[src/rtl/tgen_pkg.sv]
// Package: shared command opcodes and the configuration record for the
// display timing generator. Assumes byte-wide command parameters.
package tgen_pkg;

    localparam logic [7:0] OP_ROW_PERIOD = 8'hB2;
    localparam logic [7:0] OP_CLOCK      = 8'hB3;
    localparam logic [7:0] OP_MUX        = 8'hA8;

    // One complete set of timing settings.
    typedef struct packed {
        logic [3:0] osc;   // oscillator frequency request
        logic [3:0] div;   // divide ratio minus one
        logic [7:0] k;     // row period in display clocks
        logic [7:0] mux;   // active rows minus one
    } tgen_cfg_t;

    // True for opcodes that carry one parameter byte.
    function automatic logic is_known_op(input logic [7:0] op);
        return (op == OP_ROW_PERIOD) || (op == OP_CLOCK) || (op == OP_MUX);
    endfunction

endpackage

[src/rtl/tgen_cmd_port.sv]
// Command decoder: takes an opcode byte and then one parameter byte, and
// writes the parameter into the shadow configuration. Unknown opcodes are
// dropped without leaving the idle state. Assumes one byte per cmd_wr pulse.
module tgen_cmd_port
    import tgen_pkg::*;
#(
    parameter tgen_cfg_t CFG_RST = '0
) (
    input  logic       clk,
    input  logic       rst_n,
    input  logic       cmd_wr,
    input  logic [7:0] cmd_byte,
    output tgen_cfg_t  shadow
);

    logic       want_param;
    logic [7:0] op_q;

    // Track whether the next byte is a parameter, and which opcode it belongs to.
    always_ff @(posedge clk) begin
        if (!rst_n) begin
            want_param <= 1'b0;
            op_q       <= '0;
        end else if (cmd_wr) begin
            if (want_param) begin
                want_param <= 1'b0;
            end else if (is_known_op(cmd_byte)) begin
                want_param <= 1'b1;
                op_q       <= cmd_byte;
            end
        end
    end

    // Store a parameter byte into the field its opcode selects.
    always_ff @(posedge clk) begin
        if (!rst_n) begin
            shadow <= CFG_RST;
        end else if (cmd_wr && want_param) begin
            unique case (op_q)
                OP_ROW_PERIOD: shadow.k   <= cmd_byte;
                OP_CLOCK: begin
                    shadow.osc <= cmd_byte[7:4];
                    shadow.div <= cmd_byte[3:0];
                end
                OP_MUX:        shadow.mux <= cmd_byte;
                default:       shadow     <= shadow;
            endcase
        end
    end

endmodule

[src/rtl/tgen_clk_div.sv]
// Display-clock divider: emits a one-cycle enable after every (ratio + 1)
// source ticks. Assumes the source tick is already synchronous to clk.
module tgen_clk_div #(
    parameter int RATIO_W = 4
) (
    input  logic               clk,
    input  logic               rst_n,
    input  logic               src_tick,
    input  logic [RATIO_W-1:0] ratio_m1,
    output logic               dclk_en
);

    logic [RATIO_W-1:0] cnt;
    logic               hit;

    // A tick that lands on the last count ends the division period.
    always_comb hit = src_tick && (cnt >= ratio_m1);

    // Count source ticks and register the display-clock enable.
    always_ff @(posedge clk) begin
        if (!rst_n) begin
            cnt     <= '0;
            dclk_en <= 1'b0;
        end else begin
            dclk_en <= hit;
            if (hit)           cnt <= '0;
            else if (src_tick) cnt <= cnt + 1'b1;
        end
    end

endmodule

[src/rtl/tgen_row_ctr.sv]
// Row and frame counter: counts display clocks within a row and rows within
// a frame, and produces row/frame start strobes plus a frame-end pulse.
// Assumes k_eff >= 1; the settings may change only on frame_end.
module tgen_row_ctr #(
    parameter int KW = 8,
    parameter int MW = 8
) (
    input  logic          clk,
    input  logic          rst_n,
    input  logic          dclk_en,
    input  logic [KW-1:0] k_eff,
    input  logic [MW-1:0] last_row,
    output logic          row_start,
    output logic          frame_start,
    output logic          frame_end,
    output logic [MW-1:0] row_idx
);

    logic [KW-1:0] col;
    logic          col_last;
    logic          row_last;

    // Decode the ends of the row and the frame.
    always_comb begin
        col_last    = (col == k_eff - 1'b1);
        row_last    = (row_idx == last_row);
        row_start   = dclk_en && (col == '0);
        frame_start = row_start && (row_idx == '0);
        frame_end   = dclk_en && col_last && row_last;
    end

    // Advance the column and row positions on each display clock.
    always_ff @(posedge clk) begin
        if (!rst_n) begin
            col     <= '0;
            row_idx <= '0;
        end else if (dclk_en) begin
            if (col_last) begin
                col     <= '0;
                row_idx <= row_last ? '0 : row_idx + 1'b1;
            end else begin
                col <= col + 1'b1;
            end
        end
    end

endmodule

[src/rtl/oled_tgen_top.sv]
// Display timing generator top: selects the master tick, divides it into
// display clocks, and drives the row/frame counter. The active settings are
// copied from the shadow settings at frame boundaries. Assumes both tick
// inputs are synchronous, single-cycle pulses.
module oled_tgen_top
    import tgen_pkg::*;
#(
    parameter int         PH1_W   = 5,
    parameter int         PH2_W   = 3,
    parameter int         PH3_W   = 2,
    parameter int         GS15_W  = 8,
    parameter logic [7:0] K_RST   = 8'd32,
    parameter logic [3:0] OSC_RST = 4'h8,
    parameter logic [7:0] MUX_RST = 8'h7F
) (
    input  logic       clk,
    input  logic       rst_n,
    input  logic       clk_sel,
    input  logic       int_osc_tick,
    input  logic       ext_clk_tick,
    input  logic       cmd_wr,
    input  logic [7:0] cmd_byte,
    output logic [3:0] osc_trim,
    output logic       dclk_en,
    output logic       row_start,
    output logic       frame_start,
    output logic [7:0] row_idx,
    output logic       cfg_err
);

    localparam logic [7:0] K_MIN   = 8'(PH1_W + PH2_W + PH3_W + GS15_W);
    localparam tgen_cfg_t  CFG_RST = '{osc: OSC_RST, div: 4'h0, k: K_RST, mux: MUX_RST};

    tgen_cfg_t  shadow;
    tgen_cfg_t  act_cfg;
    logic       src_tick;
    logic       frame_end;
    logic [7:0] k_eff;

    // Pick the master tick source.
    always_comb src_tick = clk_sel ? int_osc_tick : ext_clk_tick;

    // Raise the row period to the drive minimum; flag short written values.
    always_comb begin
        k_eff   = (act_cfg.k < K_MIN) ? K_MIN : act_cfg.k;
        cfg_err = (shadow.k < K_MIN);
    end

    // Copy the shadow settings at the end of each frame.
    always_ff @(posedge clk) begin
        if (!rst_n)         act_cfg <= CFG_RST;
        else if (frame_end) act_cfg <= shadow;
    end

    always_comb osc_trim = act_cfg.osc;

    tgen_cmd_port #(.CFG_RST(CFG_RST)) u_cmd (
        .clk      (clk),
        .rst_n    (rst_n),
        .cmd_wr   (cmd_wr),
        .cmd_byte (cmd_byte),
        .shadow   (shadow)
    );

    tgen_clk_div #(.RATIO_W(4)) u_div (
        .clk      (clk),
        .rst_n    (rst_n),
        .src_tick (src_tick),
        .ratio_m1 (act_cfg.div),
        .dclk_en  (dclk_en)
    );

    tgen_row_ctr #(.KW(8), .MW(8)) u_rows (
        .clk         (clk),
        .rst_n       (rst_n),
        .dclk_en     (dclk_en),
        .k_eff       (k_eff),
        .last_row    (act_cfg.mux),
        .row_start   (row_start),
        .frame_start (frame_start),
        .frame_end   (frame_end),
        .row_idx     (row_idx)
    );

endmodule

[config.mk]
export PLATFORM = sky130hd
export DESIGN_NAME = oled_tgen_top
export DESIGN_NICKNAME = d
export VERILOG_FILES = /design/src/rtl/tgen_pkg.sv /design/src/rtl/tgen_cmd_port.sv /design/src/rtl/tgen_clk_div.sv /design/src/rtl/tgen_row_ctr.sv /design/src/rtl/oled_tgen_top.sv
export SDC_FILE = /design/constraint.sdc
export NUM_CORES = 1
export LEC_CHECK = 0
export ABC_AREA = 1
export BUFFER_PORTS_ARGS = -buffer_cell sky130_fd_sc_hd__buf_2
export CELL_PAD_IN_SITES_DETAIL_PLACEMENT = 1
export CELL_PAD_IN_SITES_GLOBAL_PLACEMENT = 1
export CORE_MARGIN = 5
export CORE_UTILIZATION = 25
export CTS_CLUSTER_DIAMETER = 50
export DETAILED_ROUTE_END_ITERATION = 8
export GPL_ROUTABILITY_DRIVEN = 1
export PLACE_DENSITY_LB_ADDON = 0.1
export SLEW_MARGIN = 25
export SYNTH_ARGS = -nofsm -noshare
export SYNTH_HDL_FRONTEND = slang
export SYNTH_SLANG_ARGS = --single-unit
[constraint.sdc]
create_clock -name clk -period 3 [get_ports clk]
set_input_delay 0.6 -clock clk [delete_from_list [all_inputs] [get_ports clk]]
set_output_delay 0.6 -clock clk [all_outputs]
set_load 0.02 [all_outputs]
# After elaboration in Yosys (flattened, before gate mapping)
# Index checks and enable logic that the tools add are counted.
dict set report op_classes {
  addsub 4
  order_cmp 3
  eq_ne 8
  mux 6
  bitwise_logic 2
  n_reduce_logical 16
}
# cell count
set op_table {}
lappend op_table {{8-bit equality test (second input constant)} 6}
lappend op_table {{8-bit 2-to-1 mux} 3}
lappend op_table {{8-bit by 1-bit adder with 8-bit output (second input constant)} 2}
lappend op_table {{8-bit equality test} 2}
lappend op_table {{8-bit logical NOT} 2}
lappend op_table {{8-bit by 5-bit < comparator with 1-bit output (second input constant)} 2}
lappend op_table {{2-bit AND reduction} 4}
lappend op_table {{8-bit by 1-bit subtractor with 8-bit output (second input constant)} 1}
lappend op_table {{1-bit logical AND} 6}
lappend op_table {{4-bit by 1-bit adder with 4-bit output (second input constant)} 1}
lappend op_table {{4-bit >= comparator} 1}
lappend op_table {{1-bit 2-to-1 mux} 3}
lappend op_table {{3-bit AND reduction} 1}
lappend op_table {{1-bit logical OR} 2}
lappend op_table {{1-bit inverter} 2}
lappend op_table {{2-bit OR reduction} 1}
dict set report totals {
  regBits 78
  in_bits 14
  output_inout_bits 16
  elab_cells 53
}

# Longest topological paths before layout
# Gate-level depths: netlist (run 1).
dict set report depth {
  depth_word 6
  ltp_mapped 19
  depth_no_buf 18
}

# Modules after synthesis
# A second synthesis (run 1) with hierarchy kept.
dict set report hier_totals {
  cells_unflattened 629
  area_unflattened_um2 4232.8
}
# mod instances cells_per_inst area_per_inst_um2
set modules_own_cells {}
lappend modules_own_cells {tgen_cmd_port 1 208 1511.4}
lappend modules_own_cells {tgen_row_ctr 1 255 1463.9}
lappend modules_own_cells {oled_tgen_top 1 127 954.7}
lappend modules_own_cells {tgen_clk_div 1 39 302.8}

# Worst setup path before layout (run 1)
# OpenSTA, ideal clock, no wires.
dict set report synth_path {
  path_type {flip-flop to flip-flop}
  start {reg act_cfg[10] in the netlist's numbering}
  end {reg act_cfg[14] in the netlist's numbering}
  arrival_ps 2180
  required_time_ps 2936
  setup_slack_ps 756
  path_stages_with_launch 18
  n_path_buf 1
  period_less_slack_ps 2244
  cell_sequence {dfxtp_1 nor2_1 nand2_1 nand2_2 nand2_4 inv_1 nor2_1 ha_1 xor2_1 nand3_1 nor2_2 nand3_2 nor2_4 nand3_4 nor2_8 buf_8 nor2_1 nor2_1}
}
dict set report synth_between {
  elab_chain_cells 6
}
# element line_no
set synth_rtl {}
lappend synth_rtl {{from (decl)} oled_tgen_top.sv:35} ;# tgen_cfg_t act_cfg;
lappend synth_rtl {{from (signal assigned)} oled_tgen_top.sv:52} ;# else if (frame_end) act_cfg <= shadow;
lappend synth_rtl {{8-bit by 5-bit < comparator with 1-bit output} oled_tgen_top.sv:45} ;# k_eff = (act_cfg.k < K_MIN) ? K_MIN : act_cfg.k;
lappend synth_rtl {{8-bit 2-to-1 mux (*)} oled_tgen_top.sv:45}
lappend synth_rtl {{8-bit by 1-bit subtractor with 8-bit output (*)} tgen_row_ctr.sv:25} ;# col_last = (col == k_eff - 1'b1);
lappend synth_rtl {{8-bit equality test (*)} tgen_row_ctr.sv:25}
lappend synth_rtl {{1-bit logical AND (*) (2 in series)} tgen_row_ctr.sv:29} ;# frame_end = dclk_en && col_last && row_last;
# Mark *: on every way between the ends. The rest lies on a longest branch, timed or not.
# A chain may end at the register's enable or synchronous reset.

# Final worst setup path (run 1)
dict set report layout_path {
  start {reg act_cfg[14] in the netlist's numbering}
  end {reg u_rows.row_idx[1]}
}
dict set report layout_between {
  elab_chain_cells 5
}
# element line_no
set layout_rtl {}
lappend layout_rtl {{8-bit by 5-bit < comparator with 1-bit output} oled_tgen_top.sv:45}
lappend layout_rtl {{8-bit 2-to-1 mux (*)} oled_tgen_top.sv:45}
lappend layout_rtl {{8-bit by 1-bit subtractor with 8-bit output (*)} tgen_row_ctr.sv:25}
lappend layout_rtl {{8-bit equality test (*)} tgen_row_ctr.sv:25}
lappend layout_rtl {{2-bit AND reduction (no line) (*)} --}
lappend layout_rtl {{to (signal assigned)} tgen_row_ctr.sv:40} ;# row_idx <= row_last ? '0 : row_idx + 1'b1;
lappend layout_rtl {{to (decl)} tgen_row_ctr.sv:16} ;# output logic [MW-1:0] row_idx
# Marked as above.

==> results of run 1 <==
## cell usage after synthesis
| master | n |
|---|---|
| sky130_fd_sc_hd__and2_1 | 1 |
| sky130_fd_sc_hd__dfxtp_1 | 78 |
| sky130_fd_sc_hd__a21oi_1 | 36 |
| sky130_fd_sc_hd__nor4_1 | 8 |
| sky130_fd_sc_hd__nand2_4 | 1 |
| sky130_fd_sc_hd__mux2_2 | 1 |
| sky130_fd_sc_hd__o31ai_1 | 1 |
| sky130_fd_sc_hd__inv_2 | 4 |
| sky130_fd_sc_hd__nand2_1 | 103 |
| sky130_fd_sc_hd__nand4_1 | 33 |
| sky130_fd_sc_hd__nand3_4 | 1 |
| sky130_fd_sc_hd__buf_4 | 6 |
| sky130_fd_sc_hd__a31oi_1 | 1 |
| sky130_fd_sc_hd__nor2_8 | 1 |
| sky130_fd_sc_hd__nand2b_1 | 1 |
| sky130_fd_sc_hd__o211ai_1 | 7 |
| sky130_fd_sc_hd__or2_2 | 7 |
| sky130_fd_sc_hd__ha_1 | 10 |
| sky130_fd_sc_hd__nor2_4 | 2 |
| sky130_fd_sc_hd__buf_8 | 1 |
| sky130_fd_sc_hd__xor2_1 | 10 |
| sky130_fd_sc_hd__nand3_2 | 3 |
| sky130_fd_sc_hd__nor3_1 | 10 |
| sky130_fd_sc_hd__nand2_2 | 5 |
| sky130_fd_sc_hd__buf_1 | 2 |
| sky130_fd_sc_hd__o21a_1 | 2 |
| sky130_fd_sc_hd__nor2_1 | 57 |
| sky130_fd_sc_hd__nor4_4 | 1 |
| sky130_fd_sc_hd__xnor2_1 | 8 |
| sky130_fd_sc_hd__a21boi_0 | 1 |
| sky130_fd_sc_hd__inv_1 | 64 |
| sky130_fd_sc_hd__nor2_2 | 5 |
| sky130_fd_sc_hd__clkbuf_1 | 15 |
| sky130_fd_sc_hd__a211oi_1 | 1 |
| sky130_fd_sc_hd__nand3_1 | 28 |
| sky130_fd_sc_hd__nor3b_1 | 1 |
| sky130_fd_sc_hd__o21ai_0 | 21 |
## cell type report
type | instances | area [um^2] | area share (%)
inverters | 68 | 255 | 5.57
clock inverters | 6 | 92.6 | 2.02
clock buffers | 10 | 239 | 5.22
well taps | 211 | 264 | 5.77
multi-input cells | 367 | 1970 | 43.1
flip-flops and latches | 78 | 1560 | 34.1
repair buffers | 34 | 195 | 4.26
## state kept, by name (all words and copies together), names as in the netlist
| register | count |
|---|---|
| u_div.dclk_en | 1 |
| u_cmd.op_q | 8 |
| u_rows.row_idx | 8 |
| act_cfg | 20 |
| u_cmd.want_param | 1 |
| u_cmd.shadow | 24 |
| osc_trim | 4 |
| u_rows.col | 8 |
| u_div.cnt | 4 |
## per-stage QoR
| step | util [%] | worst slack (ps) | instance area (um^2) | hold slack, ps |
|---|---|---|---|---|
| global route | 30.0 | 88.8 | 4580 | 477 |
| detailed placement | 27.8 | 386 | 4250 | 444 |
| floorplan | - | 756 | 3910 | 424 |
| finish | 30.0 | 371 | 4580 | 454 |
| global placement | 27.8 | 407 | 4250 | 434 |
| CTS | 30.0 | 365 | 4580 | 455 |
## worst max-delay path by stage
stage | from | end | slack, ps | cells after the start
global route | act_cfg[11]$_SDFFE_PN0P_ | u_rows.row_idx[1]$_SDFFE_PN0P_ | 90 | 17
global placement | act_cfg[14]$_SDFFE_PN0P_ | osc_trim[2]$_SDFFE_PN0P_ | 410 | 18
finish | act_cfg[14]$_SDFFE_PN0P_ | u_rows.row_idx[1]$_SDFFE_PN0P_ | 370 | 17
CTS | act_cfg[14]$_SDFFE_PN0P_ | u_rows.row_idx[1]$_SDFFE_PN0P_ | 360 | 17
detailed placement | act_cfg[14]$_SDFFE_PN0P_ | u_rows.row_idx[1]$_SDFFE_PN0P_ | 390 | 17
floorplan | act_cfg[10]$_SDFFE_PN0P_ | act_cfg[14]$_SDFFE_PN0P_ | 760 | 17
## where the power goes
group,switching [W],internal [W]
sequential,0.00000527,0.00104
combinational,0.0000681,0.0000271
clock,0.000474,0.000756
## cells in the final DEF (no fill, tap or decap), types with 2 or more instances in the layout
cell                         instances
sky130_fd_sc_hd__nand2_1           103
sky130_fd_sc_hd__dfxtp_1            78
sky130_fd_sc_hd__inv_1              64
sky130_fd_sc_hd__nor2_1             57
sky130_fd_sc_hd__a21oi_1            36
sky130_fd_sc_hd__nand4_1            33
sky130_fd_sc_hd__buf_2              29
sky130_fd_sc_hd__nand3_1            28
sky130_fd_sc_hd__o21ai_0            21
sky130_fd_sc_hd__nor3_1             10
sky130_fd_sc_hd__xor2_1             10
sky130_fd_sc_hd__ha_1               10
sky130_fd_sc_hd__clkbuf_16           9
sky130_fd_sc_hd__nor4_1              8
sky130_fd_sc_hd__xnor2_1             8
sky130_fd_sc_hd__o211ai_1            7
sky130_fd_sc_hd__or2_2               7
sky130_fd_sc_hd__nand2_2             5
sky130_fd_sc_hd__nor2_2              5
sky130_fd_sc_hd__inv_2               4
sky130_fd_sc_hd__buf_4               4
sky130_fd_sc_hd__nand3_2             3
sky130_fd_sc_hd__nor2_4              2
sky130_fd_sc_hd__o21a_1              2
sky130_fd_sc_hd__clkinvlp_4          2
sky130_fd_sc_hd__bufinv_16           2
## layer usage
layer | track usage (%) | wire (um)
met1 | 17.0 | 5640
met2 | 20.3 | 4860
met3 | 2.27 | 229
met4 | 5.04 | 204
met5 | 0 | 0
## critical path, delay by kind of cell, from the launching register on
| kind | cells | cell delay (ps) |
|---|---|---|
| compound gates | 1 | 120 |
| simple gates | 11 | 1330 |
| xor+xnor | 1 | 240 |
| fa+ha+maj | 1 | 220 |
| flops | 1 | 430 |
| buf+inv | 3 | 170 |
## cell families (layout without fill, tap and decap cells)
| group | after synthesis | count (layout) | synth area share (%) |
|---|---|---|---|
| AO/OA/AOI/OAI | 70 | 70 | 9.75 |
| XOR/XNOR | 18 | 18 | 4.03 |
| adder cells (fa/ha/maj) | 10 | 10 | 3.20 |
| buffers and inverters | 92 | 118 | 9.69 |
| flip-flops | 78 | 78 | 39.9 |
| multiplexers | 1 | 1 | 0.288 |
| AND/OR/NAND/NOR | 268 | 268 | 33.1 |
==> results by stage, run 1 <==
Status:
- The flow ran to the end, and the final reports show no timing, DRC or antenna violations.

Synth:
- Yosys attributes the largest share of cell area to sky130_fd_sc_hd__dfxtp_1 40%, sky130_fd_sc_hd__nand2_1 9.9%, sky130_fd_sc_hd__inv_1 6.1%.
- Yosys printed 0 warnings.
- Summed over its instances, the top area cell type makes up 39.9% of the synthesized netlist area.
- The synthesis-stage register bit count is 78.
- The number of nets produced by synthesis is between 500 and 600.
- A synthesized cell averages roughly 7.3 um^2.
- Of the synthesized area, sequential elements account for 39.9%.
- After synthesis the cells add up to around 3900 um^2.
- Summed over all instances, the cell type with the most area after synthesis is sky130_fd_sc_hd__dfxtp_1.
- The synthesized instance count is roughly 540.
- The number of distinct library cells after synthesis is 37.

Worst setup path:
- The worst setup path is launched from a flop.
- The worst register-to-register path begins at act_cfg[14]$_SDFFE_PN0P_.
- The signal arrival time at the worst endpoint is between 2000 and 3000 ps.
- In this run the register-to-register setup slack is between 300 and 400 ps.
- On the worst path, the slowest cell contributes a delay of between 400 and 500 ps.
- The type of the worst setup path is reg2reg.
- The number of cells on the worst reg-to-reg path is 17.
- The highest-delay cell along the critical path is sky130_fd_sc_hd__dfxtp_1.
- For the worst setup path, the data required time is roughly 3200 ps.
- The worst-path maximum fanout is 10.
- The critical path goes through nor2_2 -> nand2_2 -> inv_2 -> nand2_4 -> inv_1 -> nor2_1 -> ha_1 -> xor2_1 -> inv_1 -> nand3_1 -> nand2_1 -> nor2_2 -> nand3_2 -> nor2_4 -> nand3_4 -> nand2_1 -> o21ai_0.
- The worst setup path is captured at a flop.
- The worst register-to-register path ends at u_rows.row_idx[1]$_SDFFE_PN0P_.

Clock tree:
- The clock tree from TritonCTS is done.
- The clock-pin slew on the worst setup and hold paths is ~60 ps.
- In this run the number of H-tree levels came out at 3.
- For the worst-skew pair, the clock arrives at the later sink with an insertion delay of 340 ps.
- Clock tree synthesis found a total of 78 sinks.
- Clock tree synthesis selected as its root buffer the cell sky130_fd_sc_hd__clkbuf_16.
- The post-CTS setup repair buffer count is 0.
- The clock tree buffer depth is 2.
- The post-cts sizing count is 0.
- The number of buffers created by CTS is 9.
- The number of hold-repair buffers added at the cts stage is 0.

Global routing:
- Entering global routing, the biggest net connects just over 40 pins.
- The total overflow left after global routing is 0.
- The number of global-route vias before repair is 3643.
- The number of antenna violations at the first check in global routing is 0.
- Across every metal layer, demand over resource in global routing totals roughly an eighth.
- The first global-routing pass estimated ~18000 um of wire.

Finish:
- The area added between synthesis and finish is 17.0%.
- The count of inserted antenna diode cells is 0.
- The number of nets in the finished design is between 500 and 600.
- The layout has approximately 1900 filler cells.
- The final instance count without filler cells is between 700 and 800.
- The fraction of final layout cells sized beyond drive strength 1 is between 10% and 20%.

Flow run:
- The max-capacitance violation count is 0.

Timing:
- The transition time at the pin with the least slew margin is 660 ps.
- The ratio of final minimum period to clock period is 87.6%.
- The number of max-slew violations in the final report is 0.
- The final-report hold violation count is 0.
- The maximum clock rate is 380 MHz.
- Across the routed clock network, the largest skew measured is approximately 3.2 ps.
- Counting I/O delays and the setup requirement, the final critical path takes ~2600 ps.
- Setup repair after global routing left no endpoint under its margin.
- Summed over all failing endpoints, the final setup total negative slack is 0 ps.
- The number of setup violations in the final report is 0.
- Measured against its own limit, the worst slew margin works out to 56.0%.

Floorplanning:
- The total area inside the core boundary comes to roughly 15000 um^2.
- The die height is around 140 um.
- The total I/O pin count is 30.
- The area of the die is between 15000 and 20000 um^2.
- Row generation in the floorplan step produced between 40 and 50 rows.
- The width of the die is 135 um.
- Once the floorplan was initialized, standard cells occupied between 20% and 30% of the core.

Placed design:
- The count of buffers added on input and output ports is 29.
- The detailed-placement wirelength estimate is ~8100 um.
- The final RePlAce weighted congestion is 0.753.
- The number of placed instances, taps included, is around 760.

Routing:
- In this run, the number of DRC markers left after iteration 0 of detailed routing was about 100.
- The final antenna-violating net count is 0.
- The routed layout has 3479 vias.
- The number of vias per cell is ~4.5.
- The number of iterations in the first detailed-routing pass is 4.
- The final routed wire length divided by cell count is ~14 um.
- The wire length after detailed routing is ~11000 um.
- The post-route DRC violation count is 0.

Min path:
- The path with the worst hold slack has its endpoint at u_cmd.op_q[6]$_SDFFE_PN0P_.
- The hold path startpoint is u_cmd.op_q[6]$_SDFFE_PN0P_.
- The type of the worst min-delay path is reg2reg.
- The worst hold path passes through 2 cells.

Power and ir drop:
- In this run the static leakage power is 1.89 nW.
- The power density relative to cell area is ~520 nW/um^2.
- The worst-case vdd ir drop is ~0.28 mV.
- The total power after layout is 0.00237 W.
Note: power is estimated with default switching activity, not from simulation.
==> run 2: changes to the inputs <==
--- a/config.mk
+++ b/config.mk
@@ -15,6 +15,7 @@
 export DETAILED_ROUTE_END_ITERATION = 8
 export GPL_ROUTABILITY_DRIVEN = 1
 export PLACE_DENSITY_LB_ADDON = 0.1
+export RECOVER_POWER = 50
 export SLEW_MARGIN = 25
 export SYNTH_ARGS = -nofsm -noshare
 export SYNTH_HDL_FRONTEND = slang
==> results by stage, run 2 (same netlist as run 1, synthesis figures left out) <==
Finish:
- The number of nets in the finished design came to 582 (unchanged).
- The post-layout utilization of the core was 29.9% (was 30.0%).
- Most frequent cells in the layout: 103 x sky130_fd_sc_hd__nand2_1, 78 x sky130_fd_sc_hd__dfxtp_1, 64 x sky130_fd_sc_hd__inv_1 (unchanged).
- The register containing the most flip-flops in the final layout is u_cmd.shadow (unchanged).
- The area added between synthesis and finish is 16.6% (was 17.0%).
- The number of flip-flops in the largest register is 24 (unchanged).
- The count of fill cells added during filler insertion came to 1871 (was 1865).
- The fraction of final layout cells sized beyond drive strength 1 is 12.1% (was 14.4%).
- Biggest regs: u_cmd.shadow (24), act_cfg (20) (unchanged).
- The most common cell after layout, fill and taps aside is sky130_fd_sc_hd__nand2_1 (unchanged).
- The count of inserted antenna diode cells is 0 (unchanged).

Worst setup path:
- The worst-path maximum fanout came to 24 (was 10).
- The type of the worst setup path is reg2reg (unchanged).
- The highest-delay cell along the critical path is sky130_fd_sc_hd__dfxtp_1 (unchanged).
- The data required time of the worst path is 3240 ps (was 3220 ps).
- The signal arrival time at the worst endpoint is 2870 ps (was 2850 ps).
- Cell-by-cell listing of the critical path: nor2_2 -> nand2_2 -> inv_2 -> nand2_4 -> inv_1 -> nor2_1 -> ha_1 -> xor2_1 -> inv_1 -> nand3_1 -> nand3_1 -> nor2_1 -> nand3_1 -> nor2_2 -> buf_4 -> nand4_1 -> nand2_1 -> nor2_1 (was nor2_2 -> nand2_2 -> inv_2 -> nand2_4 -> inv_1 -> nor2_1 -> ha_1 -> xor2_1 -> inv_1 -> nand3_1 -> nand2_1 -> nor2_2 -> nand3_2 -> nor2_4 -> nand3_4 -> nand2_1 -> o21ai_0).
- The buffers plus inverters on the worst setup path was 4 (was 3).
- The startpoint type of the worst setup path is a flop (unchanged).
- The maximum cell stage delay along the critical path is 430 ps (about the same).
- The gate family responsible for the most delay along the worst path is simple AND/OR/NAND/NOR gates (unchanged).
- The kind of end point of the critical path is a flop (unchanged).

Flow run:
- The max-capacitance violation count was 0 (unchanged).

Floorplanning:
- The total I/O pin count was 30 (unchanged).
- The initial cell density of the core came to 25.6% (unchanged).
- The core outline area is 15300 um^2 (unchanged).
- The row count is 45 (unchanged).
- The width of the die is 135 um (unchanged).
- The die height was 135 um (unchanged).
- The area of the die is 18300 um^2 (unchanged).

Clock tree:
- The clock tree buffer depth is 2 (unchanged).
- The number of buffers created by CTS is 9 (unchanged).
- The post-CTS setup repair buffer count is 0 (unchanged).
- The number of clock sinks seen by CTS was 78 (unchanged).
- The post-cts sizing count was 0 (unchanged).
- The number of levels the H-tree was split into is 3 (unchanged).
- The worst-skew pair later-pin latency is 340 ps (about the same).
- The cell chosen for the clock root was sky130_fd_sc_hd__clkbuf_16 (unchanged).
- The number of hold-repair buffers added at the cts stage is 0 (unchanged).
- The clock tree from TritonCTS is done (unchanged).
- The clock-pin slew on the worst setup and hold paths came to 60 ps (about the same).

Timing:
- RSZ-0062 raised after global routing: false (unchanged).
- The transition time at the pin with the least slew margin is 852 ps (was 660 ps).
- The minimum hold slack is 454 ps (unchanged).
- The relative slew slack was 43.2% (was 56.0%).
- The number of max-slew violations in the final report is 0 (unchanged).
- The number of setup violations in the final report came to 0 (unchanged).
- The maximum clock rate came to 380 MHz (about the same).
- The clock skew after layout is 3.34 ps (was 3.20 ps).
- The minimum clock period is 2630 ps (about the same).
- The final-report hold violation count is 0 (unchanged).
- The ratio of final minimum period to clock period is 87.7% (was 87.6%).
- The setup TNS came to 0 ps (unchanged).

Global routing:
- The global-route wire length before repair was 18400 um (unchanged).
- The maximum number of pins on one net before global-route repair is 41 (unchanged).
- The number of global-route vias before repair is 3643 (unchanged).
- The overall routing resource usage is 12.7% (unchanged).
- The total congestion overflow was 0 (unchanged).
- The number of antenna violations at the first check in global routing is 0 (unchanged).

Power and ir drop:
- The worst-case vdd ir drop is 0.284 mV (was 0.285 mV).
- The leakage power is 1.84 nW (was 1.89 nW).
- The power density relative to cell area came to 520 nW/um^2 (was 518 nW/um^2).

Min path:
- The type of the worst min-delay path is reg2reg (unchanged).

Placed design:
- The final RePlAce weighted congestion is 0.753 (unchanged).
- The detailed-placement wirelength estimate is 8110 um (unchanged).
- The count of buffers inserted at the top-level ports was 29 (unchanged).

Routing:
- The final routed wire length divided by cell count is 14.2 um (was 14.1 um).
- The wire length after detailed routing came to 11000 um (was 10900 um).
- The number of DRC violations after detailed-routing iteration 0 is 108 (was 104).
- The final antenna-violating net count was 0 (unchanged).
- The count of vias placed by the detailed router came to 3477 (was 3479).
- The post-route DRC violation count is 0 (unchanged).
- The number of iterations in the first detailed-routing pass is 4 (unchanged).
- The number of vias per cell is 4.49 (about the same).

Status:
- Run status: finished clean (unchanged).
## run 2: per-stage QoR
stage	instances	area (um^2)	setup WS, ps	total power [W]
2_1_floorplan	537	3910	756	0.00113
3_3_place_gp	758	4250	407	0.00116
3_5_place_dp	758	4250	386	0.00117
4_1_cts	774	4580	365	0.00242
5_1_grt	774	4560	84.5	0.00247
6_report	774	4560	368	0.00237
## run 2: path summary, 6_finish.rpt
kind	cells after the start	slack (ps)	to	from
max	18	370	osc_trim[2]$_SDFFE_PN0P_	act_cfg[14]$_SDFFE_PN0P_
min	2	450	u_cmd.op_q[6]$_SDFFE_PN0P_	u_cmd.op_q[6]$_SDFFE_PN0P_
max reg2reg	18	370	osc_trim[2]$_SDFFE_PN0P_	act_cfg[14]$_SDFFE_PN0P_
min reg2reg	2	450	u_cmd.op_q[6]$_SDFFE_PN0P_	u_cmd.op_q[6]$_SDFFE_PN0P_
## run 2: cell type report
class                   count  area [um^2]  share of cell area, %
clock buffers              10          239                   5.24
clock inverters             6         92.6                   2.03
inverters                  68          255                   5.60
multi-input cells         367         1970                   43.2
flip-flops and latches     78         1560                   34.2
well taps                 211          264                   5.79
repair buffers             34          176                   3.87
## run 2: report_power, final
group	switching, W	internal [W]
Sequential	0.00000527	0.00104
Clock	0.000474	0.000756
Combinational	0.0000680	0.0000267
Total	0.000547	0.00182
## run 2: routing by layer
layer / vias to the layer above / part of all wire (%) / track usage [%]
li1: 1802 / - / -
met1: 1632 / 52 / 17.0
met2: 31 / 44 / 20.3
met3: 12 / 2.1 / 2.27
met4: 0 / 1.9 / 5.04
met5: - / 0 / 0
## run 2: worst min-delay path: cells and delay by family, from the launching register on
kind / cells / cell delay [ps]
buf+inv: 1 / 60
flops: 1 / 300
simple gates: 1 / 50
==> run 3: changes to the inputs <==
==> constraint.sdc (replaced) <==
create_clock -name clk -period 2.3 [get_ports clk]
set_input_delay 0.46 -clock clk [delete_from_list [all_inputs] [get_ports clk]]
set_output_delay 0.46 -clock clk [all_outputs]
set_load 0.02 [all_outputs]
==> results by stage, run 3 (same netlist as run 1, synthesis figures left out) <==
Status:
- Run status: finished clean (unchanged).

Finish:
- The count of inserted antenna diode cells is 0 (unchanged).
- The number of flip-flops in the largest register came to 24 (unchanged).
- The fraction of final layout cells sized beyond drive strength 1 is 20.0% (was 12.1%).
- The post-layout utilization of the core was 32.6% (was 29.9%).
- The area added between synthesis and finish is 27.1% (was 16.6%).
- The register containing the most flip-flops in the final layout is u_cmd.shadow (unchanged).
- Biggest regs: u_cmd.shadow (24), act_cfg (20) (unchanged).
- The most common cell after layout, fill and taps aside is sky130_fd_sc_hd__nand2_1 (unchanged).
- The number of nets in the finished design is 613 (was 582).
- Most frequent cells in the layout: 99 x sky130_fd_sc_hd__nand2_1, 72 x sky130_fd_sc_hd__dfxtp_1, 63 x sky130_fd_sc_hd__inv_1 (was 103 x sky130_fd_sc_hd__nand2_1, 78 x sky130_fd_sc_hd__dfxtp_1, 64 x sky130_fd_sc_hd__inv_1).

Timing:
- RSZ-0062 raised after global routing: true (was false).
- The number of max-slew violations in the final report is 0 (unchanged).
- The ratio of final minimum period to clock period came to 98.4% (was 87.7%).
- The relative slew slack was 57.8% (was 43.2%).
- The setup slack of the critical path after layout came to 37.7 ps (was 368 ps).
- The number of setup violations in the final report is 0 (unchanged).
- The maximum clock rate is 442 MHz (was 380 MHz).
- The transition time at the pin with the least slew margin is 633 ps (was 852 ps).
- The setup TNS is 0 ps (unchanged).
- The minimum clock period is 2260 ps (was 2630 ps).
- The clock skew after layout is 10.5 ps (was 3.34 ps).
- The final-report hold violation count is 0 (unchanged).

Routing:
- The number of iterations in the first detailed-routing pass came to 4 (unchanged).
- The wire length after detailed routing was 11400 um (was 11000 um).
- The final antenna-violating net count is 0 (unchanged).
- The count of vias placed by the detailed router was 3624 (was 3477).
- The number of DRC violations after detailed-routing iteration 0 is 97 (was 108).
- The post-route DRC violation count is 0 (unchanged).
- The number of vias per cell is 4.50 (was 4.49).
- The final routed wire length divided by cell count came to 14.2 um (about the same).

Power and ir drop:
- The leakage power is 2.01 nW (was 1.84 nW).
- The worst-case vdd ir drop came to 0.370 mV (was 0.284 mV).
- The power density relative to cell area came to 600 nW/um^2 (was 520 nW/um^2).
- The total power after layout is 0.00298 W (was 0.00237 W).

Worst setup path:
- The buffers plus inverters on the worst setup path is 2 (was 4).
- The source of the worst register-to-register timing path is act_cfg[11]$_SDFFE_PN0P_ (was act_cfg[14]$_SDFFE_PN0P_).
- The origin of the worst setup path is act_cfg[11]$_SDFFE_PN0P_ (was act_cfg[14]$_SDFFE_PN0P_).
- The gate family responsible for the most delay along the worst path is simple AND/OR/NAND/NOR gates (unchanged).
- The highest-delay cell along the critical path was sky130_fd_sc_hd__dfxtp_2 (was sky130_fd_sc_hd__dfxtp_1).
- The maximum cell stage delay along the critical path was 320 ps (was 430 ps).
- The signal arrival time at the worst endpoint is 2460 ps (was 2870 ps).
- Cell-by-cell listing of the critical path: nor2_2 -> nand2_1 -> nand2_2 -> nand2_4 -> inv_2 -> nor2_4 -> ha_4 -> xor2_2 -> nand3_2 -> nor2_2 -> nand3_2 -> nor2_4 -> nand3_4 -> buf_4 -> nand2_1 -> a21oi_1 (was nor2_2 -> nand2_2 -> inv_2 -> nand2_4 -> inv_1 -> nor2_1 -> ha_1 -> xor2_1 -> inv_1 -> nand3_1 -> nand3_1 -> nor2_1 -> nand3_1 -> nor2_2 -> buf_4 -> nand4_1 -> nand2_1 -> nor2_1).
- The worst-path maximum fanout is 7 (was 24).
- The kind of end point of the critical path is a flop (unchanged).
- The startpoint type of the worst setup path was a flop (unchanged).
- The data required time of the worst path is 2500 ps (was 3240 ps).
- The type of the worst setup path is reg2reg (unchanged).

Global routing:
- The global-route wire length before repair is 18700 um (was 18400 um).
- The number of antenna violations at the first check in global routing is 0 (unchanged).
- The total congestion overflow is 0 (unchanged).
- The maximum number of pins on one net before global-route repair was 55 (was 41).
- The overall routing resource usage came to 12.9% (was 12.7%).
- The number of global-route vias before repair came to 3706 (was 3643).

Clock tree:
- The cell chosen for the clock root is sky130_fd_sc_hd__clkbuf_16 (unchanged).
- The number of clock sinks seen by CTS is 78 (unchanged).
- The worst-skew pair later-pin latency is 350 ps (was 340 ps).
- The number of buffers created by CTS is 9 (unchanged).
- The clock-pin slew on the worst setup and hold paths is 70 ps (was 60 ps).
- The clock tree from TritonCTS is done (unchanged).
- The clock tree buffer depth is 2 (unchanged).
- The number of levels the H-tree was split into is 3 (unchanged).

Floorplanning:
- The initial cell density of the core is 25.6% (unchanged).
- The total I/O pin count came to 30 (unchanged).
- The die height is 135 um (unchanged).
- The width of the die is 135 um (unchanged).
- The area of the die is 18300 um^2 (unchanged).
- The core outline area is 15300 um^2 (unchanged).
- The row count came to 45 (unchanged).

Placed design:
- The final RePlAce weighted congestion is 0.756 (was 0.753).
- The pre-CTS setup slack was -81.2 ps (was 386 ps).
- The count of buffers inserted at the top-level ports came to 29 (unchanged).
- The detailed-placement wirelength estimate was 8140 um (was 8110 um).

Min path:
- The type of the worst min-delay path is in2reg (was reg2reg).
- The hold path startpoint is cmd_wr (was u_cmd.op_q[6]$_SDFFE_PN0P_).

Flow run:
- The max-capacitance violation count is 0 (unchanged).
[run 3: path summary, 6_finish.rpt]
path,endpoint,slack (ps),cells past startpoint
worst max register to register,u_rows.row_idx[3]$_SDFFE_PN0P_,40,16
worst min register to register,u_cmd.op_q[6]$_SDFFE_PN0P_,450,2
worst min-delay path,u_cmd.want_param$_SDFFE_PN0P_,390,4
worst max-delay path,u_rows.row_idx[3]$_SDFFE_PN0P_,40,16
[run 3: layer usage]
metal	track usage (%)	vias to the layer above	share of wire, %
li1	-	1861	-
met5	0	-	0
met1	17.0	1711	49
met3	3.09	10	3.6
met2	21.0	42	46
met4	3.86	0	1.2
[run 3: power breakdown]
part           total, W  switching [W]  internal (W)
Sequential      0.00136     0.00000789       0.00136
Combinational  0.000125      0.0000877     0.0000378
Clock           0.00149       0.000616      0.000876
Total           0.00298       0.000712       0.00227
[run 3: final cells by class]
class,count,area (um^2)
clock buffer,10,239
clock inverter,6,68.8
fill,1903,10300
inverter,68,255
multi-input combinational,369,2090
sequential,78,1570
tap,211,264
timing repair buffer,63,485
[run 3: tightest hold or removal path: cells and delay by family]
kind	cells	cell delay [ps]
AOI/OAI and AO/OA	1	50
buffers and inverters	2	120
and+or+nand+nor	1	50
[run 3: through the flow]
step | area, um^2 | hold slack (ps) | std cells
2_1_floorplan | 3910 | 424 | 537
3_3_place_gp | 4420 | 443 | 778
3_5_place_dp | 4420 | 441 | 778
4_1_cts | 4940 | 376 | 803
5_1_grt | 4970 | 422 | 805
6_report | 4970 | 393 | 805
[run 3: repair_timing]
item                       4_1_cts  5_1_grt
gates cloned                     4        1
setup buffers                    6        1
resized for setup               28        6
setup endpoints to repair       33       40
pin swaps                       20       18
hold buffers                     0        0
